==> config.mk <==
export PLATFORM = sky130hd
export DESIGN_NAME = c422_downsampler
export DESIGN_NICKNAME = d
export VERILOG_FILES = /design/src/rtl/c422_pkg.sv /design/src/rtl/c422_taps.sv /design/src/rtl/c422_fir.sv /design/src/rtl/c422_downsampler.sv
export SDC_FILE = /design/constraint.sdc
export NUM_CORES = 1
export LEC_CHECK = 0
export ABC_AREA = 1
export ABC_CLOCK_PERIOD_IN_PS = 6300
export BUFFER_PORTS_ARGS = -buffer_cell sky130_fd_sc_hd__buf_2
export CELL_PAD_IN_SITES_DETAIL_PLACEMENT = 1
export CELL_PAD_IN_SITES_GLOBAL_PLACEMENT = 1
export CORE_MARGIN = 3
export CORE_UTILIZATION = 45
export DETAILED_ROUTE_END_ITERATION = 8
export GPL_ROUTABILITY_DRIVEN = 1
export MAX_ROUTING_LAYER = met4
export PLACE_DENSITY = 0.79
export SYNTH_ARGS = -nofsm -noshare
export SYNTH_HDL_FRONTEND = slang
export SYNTH_HIERARCHICAL = 1
export SYNTH_SLANG_ARGS = --single-unit
==> constraint.sdc <==
create_clock -name clk -period 6.3 [get_ports clk]
set_clock_uncertainty 0.1 [all_clocks]
set_input_delay 0 -clock clk [delete_from_list [all_inputs] [get_ports clk]]
set_output_delay 0 -clock clk [all_outputs]
set_load 0.005 [all_outputs]
==> src/rtl/c422_pkg.sv <==
package c422_pkg;

  // Mode number = {low-pass enable, centred position}
  typedef enum logic [1:0] {
    C422_DECIM = 2'd0,  // pick even sample, cosited
    C422_AVG2  = 2'd1,  // two-tap mean, centred
    C422_TRI   = 2'd2,  // 1-2-1 smoothing, cosited
    C422_QUAD  = 2'd3   // 1-3-3-1 smoothing, centred
  } c422_mode_e;

  function automatic c422_mode_e c422_mode(input logic lpf_en, input logic pos_ctr);
    return c422_mode_e'({lpf_en, pos_ctr});
  endfunction

endpackage

==> src/rtl/c422_taps.sv <==
// Builds the four-tap window for one chroma lane, replicating edge samples
// so that no tap reaches outside the current line.
module c422_taps #(
  parameter int DW = 8
) (
  input  logic          cur_sol,  // current (even) pixel starts a line
  input  logic          nxt_eol,  // its partner ends the line
  input  logic [DW-1:0] s_prv,    // pixel n-1 (may belong to previous line)
  input  logic [DW-1:0] s_cur,    // pixel n
  input  logic [DW-1:0] s_nxt,    // pixel n+1
  input  logic [DW-1:0] s_nx2,    // pixel n+2 (may belong to next line)
  output logic [DW-1:0] t_a,
  output logic [DW-1:0] t_b,
  output logic [DW-1:0] t_c,
  output logic [DW-1:0] t_d
);
  always_comb begin
    t_a = cur_sol ? s_cur : s_prv;
    t_b = s_cur;
    t_c = s_nxt;
    t_d = nxt_eol ? s_nxt : s_nx2;
  end
endmodule

==> src/rtl/c422_fir.sv <==
// Weighted sum, round-to-nearest shift and clip for one chroma lane.
module c422_fir
  import c422_pkg::*;
#(
  parameter int DW = 8
) (
  input  c422_mode_e    mode,
  input  logic [DW-1:0] t_a,
  input  logic [DW-1:0] t_b,
  input  logic [DW-1:0] t_c,
  input  logic [DW-1:0] t_d,
  output logic [DW-1:0] q
);
  localparam int SW = DW + 3;  // room for a weight total of 8
  localparam logic [SW-1:0] RND1 = SW'(1);
  localparam logic [SW-1:0] RND2 = SW'(2);
  localparam logic [SW-1:0] RND4 = SW'(4);
  localparam logic [DW-1:0] MAXV = '1;

  function automatic logic [DW-1:0] clip(input logic [SW-1:0] v);
    if (v > {3'b000, MAXV}) return MAXV;
    return v[DW-1:0];
  endfunction

  function automatic logic [DW-1:0] weigh(
    input c422_mode_e m,
    input logic [DW-1:0] a, input logic [DW-1:0] b,
    input logic [DW-1:0] c, input logic [DW-1:0] d);
    logic [SW-1:0] ea, eb, ec, ed, r;
    ea = {3'b000, a};
    eb = {3'b000, b};
    ec = {3'b000, c};
    ed = {3'b000, d};
    case (m)
      C422_DECIM: r = eb;
      C422_AVG2:  r = (eb + ec + RND1) >> 1;
      C422_TRI:   r = (ea + (eb << 1) + ec + RND2) >> 2;
      default:    r = (ea + eb + (eb << 1) + ec + (ec << 1) + ed + RND4) >> 3;
    endcase
    return clip(r);
  endfunction

  always_comb q = weigh(mode, t_a, t_b, t_c, t_d);
endmodule

==> src/rtl/c422_downsampler.sv <==
module c422_downsampler
  import c422_pkg::*;
#(
  parameter int DW = 8
) (
  input  logic          clk,
  input  logic          rst_n,
  input  logic          cfg_lpf_en,
  input  logic          cfg_pos_ctr,
  input  logic          in_valid,
  input  logic          in_sol,
  input  logic          in_eol,
  input  logic [DW-1:0] in_y,
  input  logic [DW-1:0] in_cb,
  input  logic [DW-1:0] in_cr,
  output logic          out_valid,
  output logic          out_sol,
  output logic          out_eol,
  output logic [DW-1:0] out_y,
  output logic [DW-1:0] out_c,
  output logic          out_c_valid,
  output logic          out_c_is_cr
);
  // Pixel word layout: {sol, eol, y, cb, cr}
  localparam int CR_LO  = 0;
  localparam int CB_LO  = DW;
  localparam int Y_LO   = 2 * DW;
  localparam int EOL_B  = 3 * DW;
  localparam int SOL_B  = 3 * DW + 1;
  localparam int PW     = 3 * DW + 2;
  localparam int STAGES = 3;            // n+2, n+1, n
  localparam int LANES  = 2;            // 0 = Cb, 1 = Cr

  logic [PW-1:0]     pipe [STAGES];
  logic [STAGES-1:0] pv;
  logic [2*DW-1:0]   prv_c;             // chroma of pixel n-1 {cb, cr}

  always_ff @(posedge clk) begin
    if (!rst_n) begin
      pv    <= '0;
      prv_c <= '0;
      for (int s = 0; s < STAGES; s++) pipe[s] <= '0;
    end else begin
      pv[0]   <= in_valid;
      pipe[0] <= {in_sol, in_eol, in_y, in_cb, in_cr};
      for (int s = 1; s < STAGES; s++) begin
        pv[s]   <= pv[s-1];
        pipe[s] <= pipe[s-1];
      end
      prv_c <= pipe[STAGES-1][CB_LO+DW-1:CR_LO];
    end
  end

  // Decision stage: pixel n sits in the last pipe stage
  logic [PW-1:0] cur_w, nxt_w, nx2_w;
  logic          cur_v, cur_sol, cur_eol, nxt_eol;
  logic          prev_even_q, is_even, has_pair;
  logic          pair_start, unpaired_pix;
  c422_mode_e    mode;

  always_comb begin
    cur_w        = pipe[2];
    nxt_w        = pipe[1];
    nx2_w        = pipe[0];
    cur_v        = pv[2];
    cur_sol      = cur_w[SOL_B];
    cur_eol      = cur_w[EOL_B];
    nxt_eol      = nxt_w[EOL_B];
    mode         = c422_mode(cfg_lpf_en, cfg_pos_ctr);
    is_even      = cur_sol | ~prev_even_q;
    has_pair     = ~cur_eol;
    pair_start   = cur_v & is_even & has_pair;
    unpaired_pix = cur_v & is_even & cur_eol;
  end

  logic [DW-1:0] filt [LANES];

  for (genvar ch = 0; ch < LANES; ch++) begin : g_lane
    localparam int LO = (ch == 0) ? CB_LO : CR_LO;
    localparam int PO = (ch == 0) ? DW : 0;
    logic [DW-1:0] ta, tb, tc, td;

    c422_taps #(.DW(DW)) u_taps (
      .cur_sol (cur_sol),
      .nxt_eol (nxt_eol),
      .s_prv   (prv_c[PO+DW-1:PO]),
      .s_cur   (cur_w[LO+DW-1:LO]),
      .s_nxt   (nxt_w[LO+DW-1:LO]),
      .s_nx2   (nx2_w[LO+DW-1:LO]),
      .t_a     (ta),
      .t_b     (tb),
      .t_c     (tc),
      .t_d     (td)
    );

    c422_fir #(.DW(DW)) u_fir (
      .mode (mode),
      .t_a  (ta),
      .t_b  (tb),
      .t_c  (tc),
      .t_d  (td),
      .q    (filt[ch])
    );
  end

  logic [DW-1:0] cr_hold;

  always_ff @(posedge clk) begin
    if (!rst_n) begin
      out_valid   <= 1'b0;
      out_sol     <= 1'b0;
      out_eol     <= 1'b0;
      out_y       <= '0;
      out_c       <= '0;
      out_c_valid <= 1'b0;
      out_c_is_cr <= 1'b0;
      cr_hold     <= '0;
      prev_even_q <= 1'b0;
    end else begin
      out_valid <= cur_v;
      if (cur_v) begin
        out_y       <= cur_w[Y_LO+DW-1:Y_LO];
        out_sol     <= cur_sol;
        out_eol     <= cur_eol;
        prev_even_q <= is_even;
        if (pair_start) begin
          out_c       <= filt[0];
          out_c_valid <= 1'b1;
          out_c_is_cr <= 1'b0;
          cr_hold     <= filt[1];
        end else if (unpaired_pix) begin
          out_c       <= '0;
          out_c_valid <= 1'b0;
          out_c_is_cr <= 1'b0;
        end else begin
          out_c       <= cr_hold;
          out_c_valid <= 1'b1;
          out_c_is_cr <= 1'b1;
        end
      end else begin
        out_c_valid <= 1'b0;
      end
    end
  end
endmodule

==> flow_summary.ini, run 1 <==
[synth]
syn-cell-area_um2 = 10200
synth.yosys.warnings = 6
synth_enable_flop_cells = 0
count_of_state_elements_after_synthesis = 127
net_count_of_the_mapped_netlist = 1639
synth_sequential_area_ratio_pct = 24.9
syn_avg_cell_area_um2 = 6.95
ys_dominant_reg_cell = dfxtp_1
async_reset_ff_share_pct = 0
synth.lib_cells_used.distinct = 50
netlist_instances = 1468

[run_status]
run_status = finished clean

[power]
clock_group_share_of_total_power_pct = 42.4
sw_frac_of_total_pct = 33.2
power_report.internal_total_uw = 1580
seq_power_share_pct = 36.5
power.static_leakage_uw = 0.00667
worst_vdd_drop_uv = 185
power_density_nw_per_um2 = 208
total_switching_power_uw = 789
share_comb_of_total_power_pct = 21.1

[clock_tree]
htreeDepth = 4
clk-insertion-delay-late_ps = 430
clock_tree_from_tritoncts = yes
clkSlewWorstSetupHoldPaths_ps = 70
cts_num_sinks = 127
post-cts-setup-buffer-count = 0
cts.hold.buffers_added = 41
cts-buffers-inserted = 17
clock_tree.buffer_depth = 2
clk_root_buffer_cell = clkbuf_16
cts.repair.resized = 0

[sta]
timing.max_slew.rel_slack_pct = 19.6
rsz0062_at_grt = no
period_minus_slack_ps = 5300
drv_slew = 0
post_route_setup_tns_ps = 0
final.hold.worst_slack_ps = 196
hold_viol_final = 0
max_slew.worst_pin.slew_ps = 1200
timing.fmax_ghz = 0.189
final_min_period_over_clock_period_pct = 84.2
setup_violations = 0
post-route-worst-setup-slack_ps = 996

[placed_design]
worst_slack_after_detailed_placement_ps = 1090
place_hpwl_mm = 22.3
placer_s_final_routability_congestion_estimate = 0.882
detailed_place.area_um2 = 10400
port_buffers = 51

[setup_path]
timing.critical_path.slowest_stage_cell = dfxtp_1
timing.critical_path.arrival_ps = 5510
timing.critical_path.fanout_max = 12
worstSetupEndpointType = flip-flop
worst_setup_path_startpoint = pipe[0][77]
critical_r2r_launch = pipe[0][77]
worst-endpoint-required_ps = 6510
cpMostUsedCell = nand2_1
highest_cell_delay_on_the_worst_timing_path_ps = 570
critical_path.startpoint_type = flip-flop
crit_path_class = flip-flop to flip-flop

[routing]
met3WireLength_um = 967
met1Wirelength_mm = 14.5
count_of_nets_left_with_antenna_violations_after_detail_routing = 0
drt_iter0_drc = 389
avgRoutedWirePerCell_um = 16.7
dr.pass1.iters = 5
top_signal_layer_used = met4
detail_route.wirelength_mm = 30.3
num_vias = 9260
met2_wirelength_mm = 14.3
via_density = 5.10
drc = 0

[layout]
area_delta_synth_final_pct = 12.0
stdcell_area_um2 = 11400
fillers = 2857
most_frequent_cells_in_the_layout = 398 x nand2_1, 328 x inv_1, 127 x dfxtp_1
drive_gt1_share_pct = 9.44
layout.nets = 1694
postLayoutCoreUtil_pct = 51.8
final_common_cell = nand2_1
antenna_cells_inserted = 0

[die]
initial_core_util_pct = 46.3
dieArea_um2 = 24500
core_region_area_um2 = 22000
std_cell_rows = 54
floorplan.die.height_um = 157
floorplan.die.width_um = 157
num_io_pins = 52

[global_routing]
grt_start_max_net_pins = 86
grt_overflow_total = 0
grt_util_all_layers_pct = 26.6
grt_first_pass_wirelength_mm = 50.4
first_global_vias = 9939
antenna_violations_before_repair = 0

[worst_hold_path]
min_path_type = input pin to flip-flop
worstHoldStart = in_cr[4]

[run]
drv.max_cap_violation_count = 0
power groups by stage:
stage / sequential, uW / combinational [uW] / clock [uW]
after detailed placement: 882 / 468 / 0
after CTS: 865 / 497 / 1020
after global routing: 870 / 572 / 1060
final: 866 / 501 / 1010
after floorplan: 861 / 359 / 0
after global placement: 881 / 448 / 0
per-layer routing:
metal | vias up | GRT usage, %
met4 | 0 | 6.50
met1 | 4525 | 34.5
li1 | 4557 | -
met2 | 151 | 44.3
met3 | 27 | 3.43
met5 | - | -
kinds of logic after synthesis:
kind of cell / Yosys count / synth area share [%]
flops: 127 / 24.9
buf+inv: 405 / 16.8
xor+xnor: 14 / 1.20
compound gates: 158 / 8.66
fa+ha+maj: 140 / 21.6
simple gates: 624 / 26.8
synth_stat cells (15+ instances only):
| cell | count | share of area, % |
|---|---|---|
| nor2_1 | 68 | 2.5 |
| o21ai_0 | 41 | 2.0 |
| buf_2 | 15 | 0.74 |
| inv_1 | 328 | 12 |
| ha_1 | 80 | 9.8 |
| nand3b_1 | 16 | 1.2 |
| dfxtp_1 | 127 | 25 |
| inv_2 | 16 | 0.59 |
| nand3_1 | 78 | 3.8 |
| a21oi_1 | 76 | 3.7 |
| fa_1 | 60 | 12 |
| nand2_1 | 398 | 15 |
| nand2_2 | 16 | 0.98 |
| buf_4 | 35 | 2.6 |
flip-flops by register name (all words and copies together) (netlist names):
register     cells
pipe            78
prv_c           16
cr_hold          8
out_c            8
out_y            8
pv               3
out_c_is_cr      1
out_c_valid      1
out_eol          1
out_sol          1
out_valid        1
prev_even_q      1
worst max-delay path: cells and delay by family, from the launching register on:
kind / cells / cell delay, ps
buffers and inverters: 3 / 390
XOR/XNOR: 1 / 150
AO/OA/AOI/OAI: 6 / 940
adder cells (fa/ha/maj): 6 / 1920
AND/OR/NAND/NOR: 13 / 1120
flip-flops: 1 / 570
cell type report:
type / count / area [um2] / share of cell area [%]
multi-input cells: 936 / 5950 / 52.1
flip-flops and latches: 127 / 2540 / 22.3
inverters: 346 / 1300 / 11.4
repair buffers: 95 / 691 / 6.05
clock buffers: 18 / 439 / 3.85
well taps: 280 / 350 / 3.07
clock inverters: 14 / 148 / 1.29
stage by stage:
stage / cells / power, uW
6_report: 1816 / 2370
5_1_grt: 1816 / 2500
2_1_floorplan: 1468 / 1220
4_1_cts: 1816 / 2380
3_5_place_dp: 1743 / 1350
3_3_place_gp: 1743 / 1330
final timing paths:
check                end  slack, ps  cells after the start
max           cr_hold[7]       1000                     29
max reg2reg   cr_hold[7]       1000                     29
min           pipe[0][4]        200                      4
min reg2reg  pipe[0][42]        330                      2
Power figures use the tool's default switching activity.
==> run 2: changes to the inputs <==
--- a/config.mk
+++ b/config.mk
@@ -6,16 +6,16 @@
 export NUM_CORES = 1
 export LEC_CHECK = 0
 export ABC_AREA = 1
-export ABC_CLOCK_PERIOD_IN_PS = 6300
+export ABC_CLOCK_PERIOD_IN_PS = 4400
 export BUFFER_PORTS_ARGS = -buffer_cell sky130_fd_sc_hd__buf_2
 export CELL_PAD_IN_SITES_DETAIL_PLACEMENT = 1
 export CELL_PAD_IN_SITES_GLOBAL_PLACEMENT = 1
 export CORE_MARGIN = 3
-export CORE_UTILIZATION = 45
+export CORE_UTILIZATION = 41
 export DETAILED_ROUTE_END_ITERATION = 8
 export GPL_ROUTABILITY_DRIVEN = 1
 export MAX_ROUTING_LAYER = met4
-export PLACE_DENSITY = 0.79
+export PLACE_DENSITY = 0.76
 export SYNTH_ARGS = -nofsm -noshare
 export SYNTH_HDL_FRONTEND = slang
 export SYNTH_HIERARCHICAL = 1
==> constraint.sdc (replaced) <==
create_clock -name clk -period 4.4 [get_ports clk]
set_clock_uncertainty 0.1 [all_clocks]
set_input_delay 0 -clock clk [delete_from_list [all_inputs] [get_ports clk]]
set_output_delay 0 -clock clk [all_outputs]
set_load 0.005 [all_outputs]
==> flow_summary.ini, run 2 (same netlist as run 1, synthesis figures left out) <==
[run_status]
run_status = complete, but fails checks
violated_checks = setup timing

[power]
seq_power_share_pct = 32.7
sw_frac_of_total_pct = 35.8
power_report.internal_total_uw = 2390
share_comb_of_total_power_pct = 27.2
worst_vdd_drop_uv = 253
power.static_leakage_uw = 0.00722
power_density_nw_per_um2 = 293
total_switching_power_uw = 1330
clock_group_share_of_total_power_pct = 40.1

[setup_path]
critical_path.startpoint_type = flip-flop
worst_setup_path_startpoint = pipe[0][77]
crit_path_class = flip-flop to flip-flop
worst_reg_to_reg_cells = 29
worstReg2RegEnd = cr_hold[7]
cpMostUsedCell = nand2_1
timing.reg2reg.setup_slack_ps = -610
timing.critical_path.arrival_ps = 5230
critical_r2r_launch = pipe[0][77]
worstSetupEndpointType = flip-flop
timing.critical_path.slowest_stage_cell = fa_1
timing.critical_path.fanout_max = 7
setup.worst_path.end = cr_hold[7]
highest_cell_delay_on_the_worst_timing_path_ps = 480
worst-endpoint-required_ps = 4620

[layout]
ff_latch_area_um2 = 2550
postLayoutCoreUtil_pct = 52.2
stdcell_area_um2 = 12700
most_frequent_cells_in_the_layout = 378 x nand2_1, 314 x inv_1, 125 x dfxtp_1
flip_flop_count_of_the_largest_register_after_layout = 78
stdcell_count = 1949
multi_input_area_um2 = 6510
area_delta_synth_final_pct = 24.9
layout.nets = 1783
fillers = 3092
antenna_cells_inserted = 0
biggestRegsByFlops = pipe: 78 flops, prv_c: 16 flops
drive_gt1_share_pct = 21.5
registers.top_by_ff_count = pipe
final_common_cell = nand2_1

[run]
drv.max_cap_violation_count = 0

[die]
std_cell_rows = 57
floorplan.die.height_um = 164
num_io_pins = 52
initial_core_util_pct = 41.8
dieArea_um2 = 26800
core_region_area_um2 = 24400
floorplan.die.width_um = 164

[global_routing]
grt_first_pass_wirelength_mm = 52.0
grt_overflow_total = 0
grt_start_max_net_pins = 80
first_global_vias = 10422
grt_util_all_layers_pct = 25.1
antenna_violations_before_repair = 0

[clock_tree]
cts-buffers-inserted = 17
clock_tree.buffer_depth = 2
clk_root_buffer_cell = clkbuf_16
clock_tree_from_tritoncts = yes
clkSlewWorstSetupHoldPaths_ps = 70
clk-insertion-delay-late_ps = 430
htreeDepth = 4
cts_num_sinks = 127

[routing]
avgRoutedWirePerCell_um = 19.3
drc = 0
detail_route.wirelength_mm = 37.7
count_of_nets_left_with_antenna_violations_after_detail_routing = 0
via_density = 5.22
dr.pass1.iters = 5
drt_iter0_drc = 592
num_vias = 10166

[sta]
hold_viol_final = 0
rsz0062_at_grt = yes
post-route-worst-setup-slack_ps = -606
max_slew.worst_pin.slew_ps = 835
final.hold.worst_slack_ps = 55.2
period_minus_slack_ps = 5010
drv_slew = 0
timing.max_slew.rel_slack_pct = 44.3
setup_violations = 9
timing.fmax_ghz = 0.200
final_min_period_over_clock_period_pct = 114

[placed_design]
port_buffers = 51
place_inst = 1856
detailed_place.area_um2 = 11000
placer_s_final_routability_congestion_estimate = 0.870
place_hpwl_mm = 23.1

[worst_hold_path]
worstHoldStart = rst_n
min_path_type = input pin to flip-flop
## run 2: layout make-up
class	instances	share of cell area, %
Tap cell	324	3.18
Inverter	346	10.2
Multi-Input combinational cell	936	51.1
Clock buffer	17	3.34
Clock inverter	15	1.55
Sequential cell	127	20.0
Timing Repair Buffer	184	10.5
## run 2: repair_timing
action                     4_1_cts  5_1_grt
setup endpoints to repair        6       12
hold endpoints to repair        27        0
resized for setup               51       80
buffers inserted                14       20
pin swaps                       43       61
hold buffers                    27        0
## run 2: power groups by stage
stage | registers [uW] | logic [uW] | clock network (uW)
2_1_floorplan | 1230 | 518 | 0
3_3_place_gp | 1240 | 699 | 0
3_5_place_dp | 1240 | 732 | 0
4_1_cts | 1220 | 795 | 1510
5_1_grt | 1220 | 1090 | 1570
6_report | 1220 | 1010 | 1490
## run 2: critical path: cells and delay by family (launching register included)
kind | cells | cell delay, ps
AOI/OAI and AO/OA | 6 | 790
xor gates and xnor gates | 1 | 230
adders and majority gates | 5 | 1660
buffers and inverters | 4 | 370
DFF | 1 | 390
and+or+nand+nor | 13 | 1330
## run 2: per-stage QoR
stage	power (uW)	setup slack [ps]	TNS, ps
2_1_floorplan	1750	9.14	0
3_3_place_gp	1940	-189	-573
3_5_place_dp	1980	-435	-1550
4_1_cts	3520	-82.5	-234
5_1_grt	3880	-714	-3970
6_report	3730	-606	-2220
## run 2: metal layers
layer / wire length (um) / global-route usage (%) / vias to the layer above / part of all wire, %
met4: 1240 / 7.07 / 0 / 3.3
met5: 0 / - / - / 0
met2: 18500 / 42.2 / 360 / 49
met1: 15700 / 31.8 / 4970 / 42
li1: - / - / 4718 / -
met3: 2220 / 3.51 / 118 / 5.9
## run 2: worst min path at each step
stage	to	depth (start not counted)
5_1_grt	pipe[0][11]	3
3_5_place_dp	pipe[0][11]	3
2_1_floorplan	pipe[0][0]	2
6_report	pipe[0][8]	3
3_3_place_gp	pipe[0][22]	3
4_1_cts	pipe[0][41]	3
